File: config.mk
export PLATFORM = sky130hd
export DESIGN_NAME = dma_desc_chain
export DESIGN_NICKNAME = d
export VERILOG_FILES = /design/src/rtl/dma_desc_pkg.sv /design/src/rtl/dma_desc_burst.sv /design/src/rtl/dma_desc_regs.sv /design/src/rtl/dma_desc_chain.sv
export SDC_FILE = /design/constraint.sdc
export NUM_CORES = 1
export LEC_CHECK = 0
export BUFFER_PORTS_ARGS = -buffer_cell sky130_fd_sc_hd__clkbuf_2
export CAP_MARGIN = 20
export CORE_MARGIN = 2
export CORE_UTILIZATION = 30
export CTS_CLUSTER_SIZE = 24
export DETAILED_ROUTE_END_ITERATION = 8
export HOLD_SLACK_MARGIN = 0.06
export REMOVE_ABC_BUFFERS = 1
export SKIP_LAST_GASP = 1
export SLEW_MARGIN = 20
export SYNTH_ARGS = -nofsm -noshare
export SYNTH_HDL_FRONTEND = slang
export SYNTH_SLANG_ARGS = --single-unit
File: constraint.sdc
create_clock -name clk -period 5.55 [get_ports clk]
set_input_delay 1.665 -clock clk [delete_from_list [all_inputs] [get_ports clk]]
set_output_delay 1.665 -clock clk [all_outputs]
set_load 0.02 [all_outputs]
File: src/rtl/dma_desc_pkg.sv
package dma_desc_pkg;

    typedef enum logic [2:0] {
        ST_IDLE,
        ST_FETCH,
        ST_WAIT_DATA,
        ST_LOAD,
        ST_TRANSFER,
        ST_CHECK_CHAIN
    } chain_state_t;

    localparam int FULL_WORDS  = 8;
    localparam int SHORT_WORDS = 4;

    localparam int F_LINK = 0;
    localparam int F_SRC  = 1;
    localparam int F_DST  = 2;
    localparam int F_CNT  = 3;
    localparam int F_SINC = 4;
    localparam int F_DINC = 5;
    localparam int F_CTRL = 6;
    localparam int F_STAT = 7;

endpackage

File: src/rtl/dma_desc_burst.sv
// Burst length planner: clips the remaining word count to the words left
// before the next aligned block boundary.
module dma_desc_burst #(
    parameter int BOUND_WORDS = 32,
    parameter int LEN_W       = 4,
    localparam int OFF_W      = $clog2(BOUND_WORDS)
) (
    input  logic [OFF_W-1:0] word_off_i,
    input  logic [LEN_W-1:0] remain_i,
    output logic [LEN_W-1:0] len_o
);
    localparam int RW = (OFF_W + 1 > LEN_W) ? OFF_W + 1 : LEN_W;

    logic [RW-1:0] room;
    logic [RW-1:0] rem_ext;

    always_comb begin
        room    = RW'(BOUND_WORDS) - RW'(word_off_i);
        rem_ext = RW'(remain_i);
        len_o   = (room < rem_ext) ? LEN_W'(room) : remain_i;
    end
endmodule

File: src/rtl/dma_desc_regs.sv
// Descriptor register bank: one word written per returned data beat.
module dma_desc_regs #(
    parameter int DW    = 32,
    parameter int NREG  = 8,
    localparam int IDXW = $clog2(NREG)
) (
    input  logic                      clk,
    input  logic                      rst_n,
    input  logic                      wr_en_i,
    input  logic [IDXW-1:0]           wr_idx_i,
    input  logic [DW-1:0]             wr_data_i,
    output logic [NREG-1:0][DW-1:0]   regs_o
);
    for (genvar g = 0; g < NREG; g++) begin : g_reg
        always_ff @(posedge clk) begin
            if (!rst_n) begin
                regs_o[g] <= '0;
            end else if (wr_en_i && (wr_idx_i == IDXW'(g))) begin
                regs_o[g] <= wr_data_i;
            end
        end
    end
endmodule

File: src/rtl/dma_desc_chain.sv
module dma_desc_chain
    import dma_desc_pkg::*;
#(
    parameter int AW          = 32,
    parameter int DW          = 32,
    parameter int BOUND_WORDS = 32,
    parameter int SIMPLE_BIT  = 0,
    parameter int LEN_W       = 4
) (
    input  logic             clk,
    input  logic             rst_n,
    input  logic             start_i,
    input  logic [AW-1:0]    start_addr_i,
    output logic             rd_req_o,
    output logic [AW-1:0]    rd_addr_o,
    output logic [LEN_W-1:0] rd_len_o,
    input  logic             rd_ack_i,
    input  logic             rd_valid_i,
    input  logic [DW-1:0]    rd_data_i,
    output logic             load_done_o,
    input  logic             xfer_done_i,
    output logic             busy_o,
    output logic             err_o,
    output logic [DW-1:0]    chain_o,
    output logic [DW-1:0]    src_o,
    output logic [DW-1:0]    dst_o,
    output logic [DW-1:0]    cnt_o,
    output logic [DW-1:0]    sinc_o,
    output logic [DW-1:0]    dinc_o,
    output logic [DW-1:0]    ctrl_o,
    output logic [DW-1:0]    stat_o
);
    localparam int OFF_W = $clog2(BOUND_WORDS);
    localparam int IDXW  = $clog2(FULL_WORDS);

    chain_state_t state_q, state_d;

    logic [AW-1:0]              base_q;
    logic [LEN_W-1:0]           idx_q;
    logic [LEN_W-1:0]           total_q;
    logic [LEN_W-1:0]           beats_q;
    logic                       err_q;
    logic [LEN_W-1:0]           remain;
    logic [LEN_W-1:0]           burst_len;
    logic                       wr_en;
    logic [FULL_WORDS-1:0][DW-1:0] regs;
    logic                       start_ok;
    logic                       link_zero;
    logic                       link_ok;
    logic [LEN_W-1:0]           mode_words;

    assign start_ok   = (start_addr_i[1:0] == 2'b00);
    assign link_zero  = (regs[F_LINK] == '0);
    assign link_ok    = (regs[F_LINK][1:0] == 2'b00);
    assign mode_words = regs[F_CTRL][SIMPLE_BIT] ? LEN_W'(SHORT_WORDS)
                                                 : LEN_W'(FULL_WORDS);

    // state register
    always_ff @(posedge clk) begin
        if (!rst_n) state_q <= ST_IDLE;
        else        state_q <= state_d;
    end

    // next state
    always_comb begin
        state_d = state_q;
        unique case (state_q)
            ST_IDLE:        if (start_i && start_ok) state_d = ST_FETCH;
            ST_FETCH:       if (rd_ack_i) state_d = ST_WAIT_DATA;
            ST_WAIT_DATA:   if (rd_valid_i && beats_q == LEN_W'(1))
                                state_d = (idx_q + LEN_W'(1) == total_q) ? ST_LOAD : ST_FETCH;
            ST_LOAD:        state_d = ST_TRANSFER;
            ST_TRANSFER:    if (xfer_done_i) state_d = ST_CHECK_CHAIN;
            ST_CHECK_CHAIN: state_d = (!link_zero && link_ok) ? ST_FETCH : ST_IDLE;
            default:        state_d = ST_IDLE;
        endcase
    end

    // outputs
    always_comb begin
        busy_o      = (state_q != ST_IDLE);
        rd_req_o    = (state_q == ST_FETCH);
        load_done_o = (state_q == ST_LOAD);
        wr_en       = (state_q == ST_WAIT_DATA) && rd_valid_i;
        rd_addr_o   = base_q + {{(AW-LEN_W-2){1'b0}}, idx_q, 2'b00};
        remain      = total_q - idx_q;
        rd_len_o    = burst_len;
        err_o       = err_q;
    end

    // datapath counters
    always_ff @(posedge clk) begin
        if (!rst_n) begin
            base_q  <= '0;
            idx_q   <= '0;
            total_q <= '0;
            beats_q <= '0;
            err_q   <= 1'b0;
        end else begin
            unique case (state_q)
                ST_IDLE: if (start_i) begin
                    if (start_ok) begin
                        base_q  <= start_addr_i;
                        idx_q   <= '0;
                        total_q <= mode_words;
                        err_q   <= 1'b0;
                    end else begin
                        err_q   <= 1'b1;
                    end
                end
                ST_FETCH: if (rd_ack_i) beats_q <= burst_len;
                ST_WAIT_DATA: if (rd_valid_i) begin
                    idx_q   <= idx_q + LEN_W'(1);
                    beats_q <= beats_q - LEN_W'(1);
                end
                ST_CHECK_CHAIN: begin
                    if (!link_zero && link_ok) begin
                        base_q  <= regs[F_LINK][AW-1:0];
                        idx_q   <= '0;
                        total_q <= mode_words;
                    end else if (!link_zero) begin
                        err_q   <= 1'b1;
                    end
                end
                default: ;
            endcase
        end
    end

    dma_desc_burst #(
        .BOUND_WORDS(BOUND_WORDS),
        .LEN_W      (LEN_W)
    ) u_burst (
        .word_off_i (rd_addr_o[OFF_W+1:2]),
        .remain_i   (remain),
        .len_o      (burst_len)
    );

    dma_desc_regs #(
        .DW   (DW),
        .NREG (FULL_WORDS)
    ) u_regs (
        .clk       (clk),
        .rst_n     (rst_n),
        .wr_en_i   (wr_en),
        .wr_idx_i  (idx_q[IDXW-1:0]),
        .wr_data_i (rd_data_i),
        .regs_o    (regs)
    );

    assign chain_o = regs[F_LINK];
    assign src_o   = regs[F_SRC];
    assign dst_o   = regs[F_DST];
    assign cnt_o   = regs[F_CNT];
    assign sinc_o  = regs[F_SINC];
    assign dinc_o  = regs[F_DINC];
    assign ctrl_o  = regs[F_CTRL];
    assign stat_o  = regs[F_STAT];

    // a request never runs past an aligned block boundary and is never empty
    a_r7_burst_in_block: assert property (@(posedge clk) disable iff (!rst_n)
        rd_req_o |-> (rd_len_o != '0) &&
                     (int'(rd_addr_o[OFF_W+1:2]) + int'(rd_len_o) <= BOUND_WORDS));

    // a pending request holds address and length
    a_r10_req_hold: assert property (@(posedge clk) disable iff (!rst_n)
        (rd_req_o && !rd_ack_i) |=> rd_req_o && $stable(rd_addr_o) && $stable(rd_len_o));

    // load pulse is one cycle and comes only after every word arrived
    a_r2_load_pulse: assert property (@(posedge clk) disable iff (!rst_n)
        load_done_o |=> !load_done_o);
    a_r2_load_complete: assert property (@(posedge clk) disable iff (!rst_n)
        load_done_o |-> (idx_q == total_q) && (beats_q == '0));

    // a short fetch never writes the upper four registers
    a_r3_short_no_upper: assert property (@(posedge clk) disable iff (!rst_n)
        (wr_en && total_q == LEN_W'(SHORT_WORDS)) |=>
            $stable(sinc_o) && $stable(dinc_o) && $stable(ctrl_o) && $stable(stat_o));

    // an error leaves the channel idle
    a_r8_err_idle: assert property (@(posedge clk) disable iff (!rst_n)
        $rose(err_o) |-> !busy_o);
endmodule

# Yosys cells after proc, flatten, opt, wreduce, memory -nomap -nowiden
# Cells that the tools add are included.
# Widths: inputs -> output; s select.
# totals
ff_bits,304
inputBits,70
word_cells,101
# op_classes
addsub,5
order_cmp,1
eq_ne,24
mux,30
n_reduce_logical,27
# op_table
operator,count
$mux 32,3
$pmux 32 s2,1
$mux 4,11
$add 32x6->32,1
$logic_not 32->1,1
$eq 3x3->1 const B,6
$ne 2x2->1 const B,9
$pmux 3 s6,1
$pmux 4 s2,2
$eq 3x2->1 const B,4
$logic_and 1x1->1,12
$mux 3,4
$pmux 4 s3,1
$reduce_and 4->1,3
$eq 3x1->1 const B,2
$logic_not 3->1,2
$lt 6x4->1,1
$reduce_bool 3->1,2
$sub 6x5->6 const A,1
$mux 1,5
$reduce_and 5->1,1
$add 4x1->4 const B,1
$eq 4x1->1 const B,1
$eq 4x4->1,1
other kinds (9),11

# Depth between registers and ports, before layout
# depth
word_depth,6
ltp_mapped,12

# Hierarchy
# Synthesis repeated with hierarchy kept, for this count alone.
# unflattened
cells_unflattened,1312
area_unflattened_um2,12862.3
# modules_own_cells
mod,instances,cells_per_inst,area_per_inst_um2,seq_area_each_um2
dma_desc_regs,1,871,9208.8,5124.9
dma_desc_chain,1,417,3418.3,920.9
dma_desc_burst,1,24,235.2,0.0

# Worst setup path before layout
# Ideal clock, no wire load.
# synth_path
path_kind,register to output
startpoint,reg idx_q[0]
endpoint,out rd_len_o[0]
t_arrival_ps,3160
t_required_ps,3885
path_slack_ps,725
path_stages_with_launch,11
n_path_buf,0
cell_sequence,dfxtp_1 ha_1 inv_1 fa_1 xnor2_1 xnor2_1 ha_1 a21o_2 a21oi_1 nand2_2 o21ai_0
# synth_between
elab_chain_cells,4
# synth_lines
element,line,text
start: declaration,dma_desc_chain.sv:39,logic [LEN_W-1:0] idx_q;
start signal: assignment,dma_desc_chain.sv:113,idx_q <= idx_q + LEN_W'(1);
$add 32x6->32,dma_desc_chain.sv:85,"rd_addr_o = base_q + {{(AW-LEN_W-2){1'b0}}, idx_q, 2'b00};"
via rd_addr_o[4],dma_desc_chain.sv:15,"output logic [AW-1:0] rd_addr_o,"
$sub 6x5->6,dma_desc_burst.sv:18,room = RW'(BOUND_WORDS) - RW'(word_off_i);
$lt 6x4->1,dma_desc_burst.sv:20,len_o = (room < rem_ext) ? LEN_W'(room) : remain_i;
$mux 4,dma_desc_burst.sv:20,
end: declaration,dma_desc_chain.sv:16,"output logic [LEN_W-1:0] rd_len_o,"
# The timed path passes the listed nets, and every way through them passes these cells.

# Worst setup path in the final report
# layout_path
startpoint,reg idx_q[0]
endpoint,out rd_len_o[1]
# layout_between
elab_chain_cells,4
# layout_lines
element,line
$add 32x6->32,dma_desc_chain.sv:85
$sub 6x5->6,dma_desc_burst.sv:18
$lt 6x4->1,dma_desc_burst.sv:20
$mux 4 (*),dma_desc_burst.sv:20
# Mark *: on every way between the ends. The rest lies on a longest branch, timed or not.

==> reports/qor.csv <==
stage,metric,value,unit
power,peakVddDrop,0.254,mV
floorplanning,core-area,43100,sq um
outcome,status,"complete, no violations",
logic_synthesis,synthAdderAreaFrac,0.0178,
floorplanning,die_h,213,um
clock_tree,insertion_delay,0.54,ns
logic_synthesis,synth-compound-area-share,0.193,
grt,grt_overflow,0,
floorplanning,row_count,76,
place,pre_cts_slack,0.629,ns
layout,antennaDiodeCount,0,
logic_synthesis,synth_top_area_share,0.463,
drt,drt-total-wl,47500,um
timing,post-route-period-util,0.948,
worst_setup_path,crit_arrival,3.60,ns
hold_path,worstHoldStart,u_regs.regs_o[255],
drt,vias,11800,
drt,drtIter0Drc,682,
hold_path,min_path_cells,2,
logic_synthesis,synth-simple-area-share,0.213,
drt,ant_nets,0,
worst_setup_path,crit-reg2reg-capture,base_q[26],
power,cellPowerDensity,335,nW/um^2
timing,relSlewSlack,0.255,
logic_synthesis,yosysWarnings,0,
clock_tree,cts_hold_repair.buffers,0,
drt,via_per_inst,4.85,
clock_tree,cts_made_buffers,37,
drt,avgRoutedWirePerCell,19.5,um
power,p_leak,6.85,nW
power,p_total,5.41,mW
drt,firstDrtPassIters,7,
logic_synthesis,ys_seq_area_frac,0.463,
grt,grt_usage,0.204,
worst_setup_path,cp_max_fo,8,
worst_setup_path,cp-start-kind,flop,
hold_path,min_path_type,reg -> reg,
timing,tightest_slew,1.12,ns
logic_synthesis,syn-cell-area,13100,sq um
layout,area_growth,23.7,%
grt,grt_pass1_vias,11200,
logic_synthesis,syn_inst,1563,
logic_synthesis,synth_area_leaders,"dfxtp_1, nand2_1, a21boi_0, mux2i_1, o211a_1",
clock_tree,cts.sinks,302,
hold_path,min_to,u_regs.regs_o[255],
timing,setup_violations,0,
logic_synthesis,synth_edf_count,0,
logic_synthesis,async_flop_share,0,
timing,rsz0062_at_grt,no,
run,max_cap_viol_count,0,
grt,grt_start_max_net_pins,169,
drt,drc_errors,0,
worst_setup_path,rr_startpoint,state_q[0],
floorplanning,dieArea,45200,sq um
timing,fin_ws,0.290,ns
clock_tree,cts_tree,done,
logic_synthesis,synth_cell_type_count,61,
worst_setup_path,r2r_setup_slack,2.07,ns
timing,hold_slack,0.456,ns
layout,drive_gt1_frac,0.250,
logic_synthesis,synth_top_family_by_area,simple AND/OR/NAND/NOR gates,
worst_setup_path,path_class,reg -> out,
timing,min_period,5.26,ns
timing,finalClockSkew,0.0127,ns
place,place_congestion,0.828,
clock_tree,cts_root_buffer,clkbuf_16,
floorplanning,io_pins,366,
logic_synthesis,synth-xor-area-share,0.0228,
layout,nets,1917,
logic_synthesis,synthFlopType,dfxtp_1,
clock_tree,path_clk_slew,0.06,ns
logic_synthesis,ys_ff_latch,302,
worst_setup_path,worstRegToRegCells,7,
worst_setup_path,crit_required,3.88,ns
timing,final_max_slew_viol_count,0,
grt,antenna_found_initial,0,
logic_synthesis,syn_area_per_cell,8.36,sq um
grt,grt_first_pass_wirelength,69700,um
floorplanning,initial_core_util,0.303,
logic_synthesis,yosys.area.top_type,dfxtp_1,
logic_synthesis,synthMuxAreaShare,0.0268,
floorplanning,die_w,213,um
clock_tree,cts_max_level,2,
layout,design_area,16200,sq um
place,placed_cell_area,15000,sq um
timing,final.setup.tns,0,ns
worst_setup_path,worst_setup_path_end_kind,output port,
place,dp_hpwl,31300,um
place,io_buffers,365,
timing,hold_viol,0,
clock_tree,clk_path_buf_depth,3,
timing,max_freq,0.190,GHz
## power breakdown
group          leakage, nW  internal, mW  switching [mW]
Clock                0.572          1.41           0.981
Combinational         3.84         0.278           0.427
Sequential            2.44          2.23          0.0848
## state kept, by name, indices dropped and copies added, names as in the netlist
signal / count
u_regs.regs_o: 256
base_q: 32
beats_q: 4
idx_q: 4
state_q: 3
total_q: 2
err_o: 1
## final cells by class
class	count	area, sq um
Clock buffer	48	1030
Clock inverter	17	155
Fill cell	4436	26900
Inverter	18	67.6
Multi-Input combinational cell	1100	6250
Sequential cell	302	6050
Tap cell	585	732
Timing Repair Buffer	370	1890
## critical path, cell delays in order (launching register included)
cell and delay (ns):
dfxtp_2 0.40, ha_1 0.20, inv_1 0.07, fa_1 0.46, ha_1 0.33, ha_1 0.28, a21o_1 0.20, a21o_2 0.22
a21oi_2 0.23, nand2_2 0.16, mux2_4 0.34, clkbuf_2 0.16
## what timing repair did
item | CTS | global route
endpoints found under the setup margin | 0 | 4
buffers inserted | 0 | 0
resized for setup | 0 | 4
## cells in the mapped netlist (all sizes together) (13+ instances only)
master / n
nand3: 18
clkbuf: 71
nor2: 27
o21ai: 13
inv: 18
a21boi: 256
xor2: 13
mux2i: 32
buf: 72
o211a: 30
dfxtp: 302
ha: 17
xnor2: 21
nand2: 572
## stage by stage
stage / util / cells
global route: 0.375 / 2440
finish: 0.375 / 2440
CTS: 0.375 / 2440
global placement: 0.347 / 2375
detailed placement: 0.347 / 2375
floorplan: - / 1420
## placed cells by master, fill, tap and decap left out, types with 4 or more instances in the layout
cell          n
nor2_1       26
clkbuf_2    364
ha_1         17
nand2_1     564
nor3_1        6
dfxtp_1     300
nor4_1        7
a21boi_1      9
xnor2_1      20
xor2_1       13
clkinvlp_4    5
a21oi_1       9
nand2_2       8
nand3_1      15
buf_4         4
and3_2        6
nor2b_1      10
o211a_1      30
and3_1        4
clkinv_2      8
o21ai_0      12
inv_1        18
clkbuf_1      7
nand4_1       6
clkbuf_16    39
mux2i_1      32
a21boi_0    247
## how the worst max path moves through the flow
| stage | start | slack, ns | depth (start not counted) | to |
|---|---|---|---|---|
| 2_1_floorplan | idx_q[0] | 0.72 | 10 | rd_len_o[0] |
| 3_3_place_gp | idx_q[0] | 0.72 | 11 | rd_len_o[3] |
| 3_5_place_dp | idx_q[0] | 0.63 | 11 | rd_len_o[3] |
| 4_1_cts | idx_q[0] | 0.03 | 11 | rd_len_o[3] |
| 5_1_grt | idx_q[0] | 0.12 | 11 | rd_len_o[3] |
| 6_report | idx_q[0] | 0.29 | 11 | rd_len_o[1] |
## cell families (layout without fill, tap and decap cells)
logic type | Yosys count | in the layout
multiplexers | 34 | 34
adder cells (fa/ha/maj) | 18 | 18
AO/OA/AOI/OAI | 332 | 332
AND/OR/NAND/NOR | 682 | 682
flip-flops | 302 | 302
XOR/XNOR | 34 | 34
buffers and inverters | 161 | 453
## routing by layer
layer / GRT usage / part of all wire / vias up
li1: - / - / 5657
met1: 0.261 / 0.43 / 5700
met2: 0.340 / 0.47 / 409
met3: 0.0394 / 0.062 / 78
met4: 0.0779 / 0.031 / 0
met5: 0 / 0 / -
No activity file was read; power rests on OpenSTA's default activity.
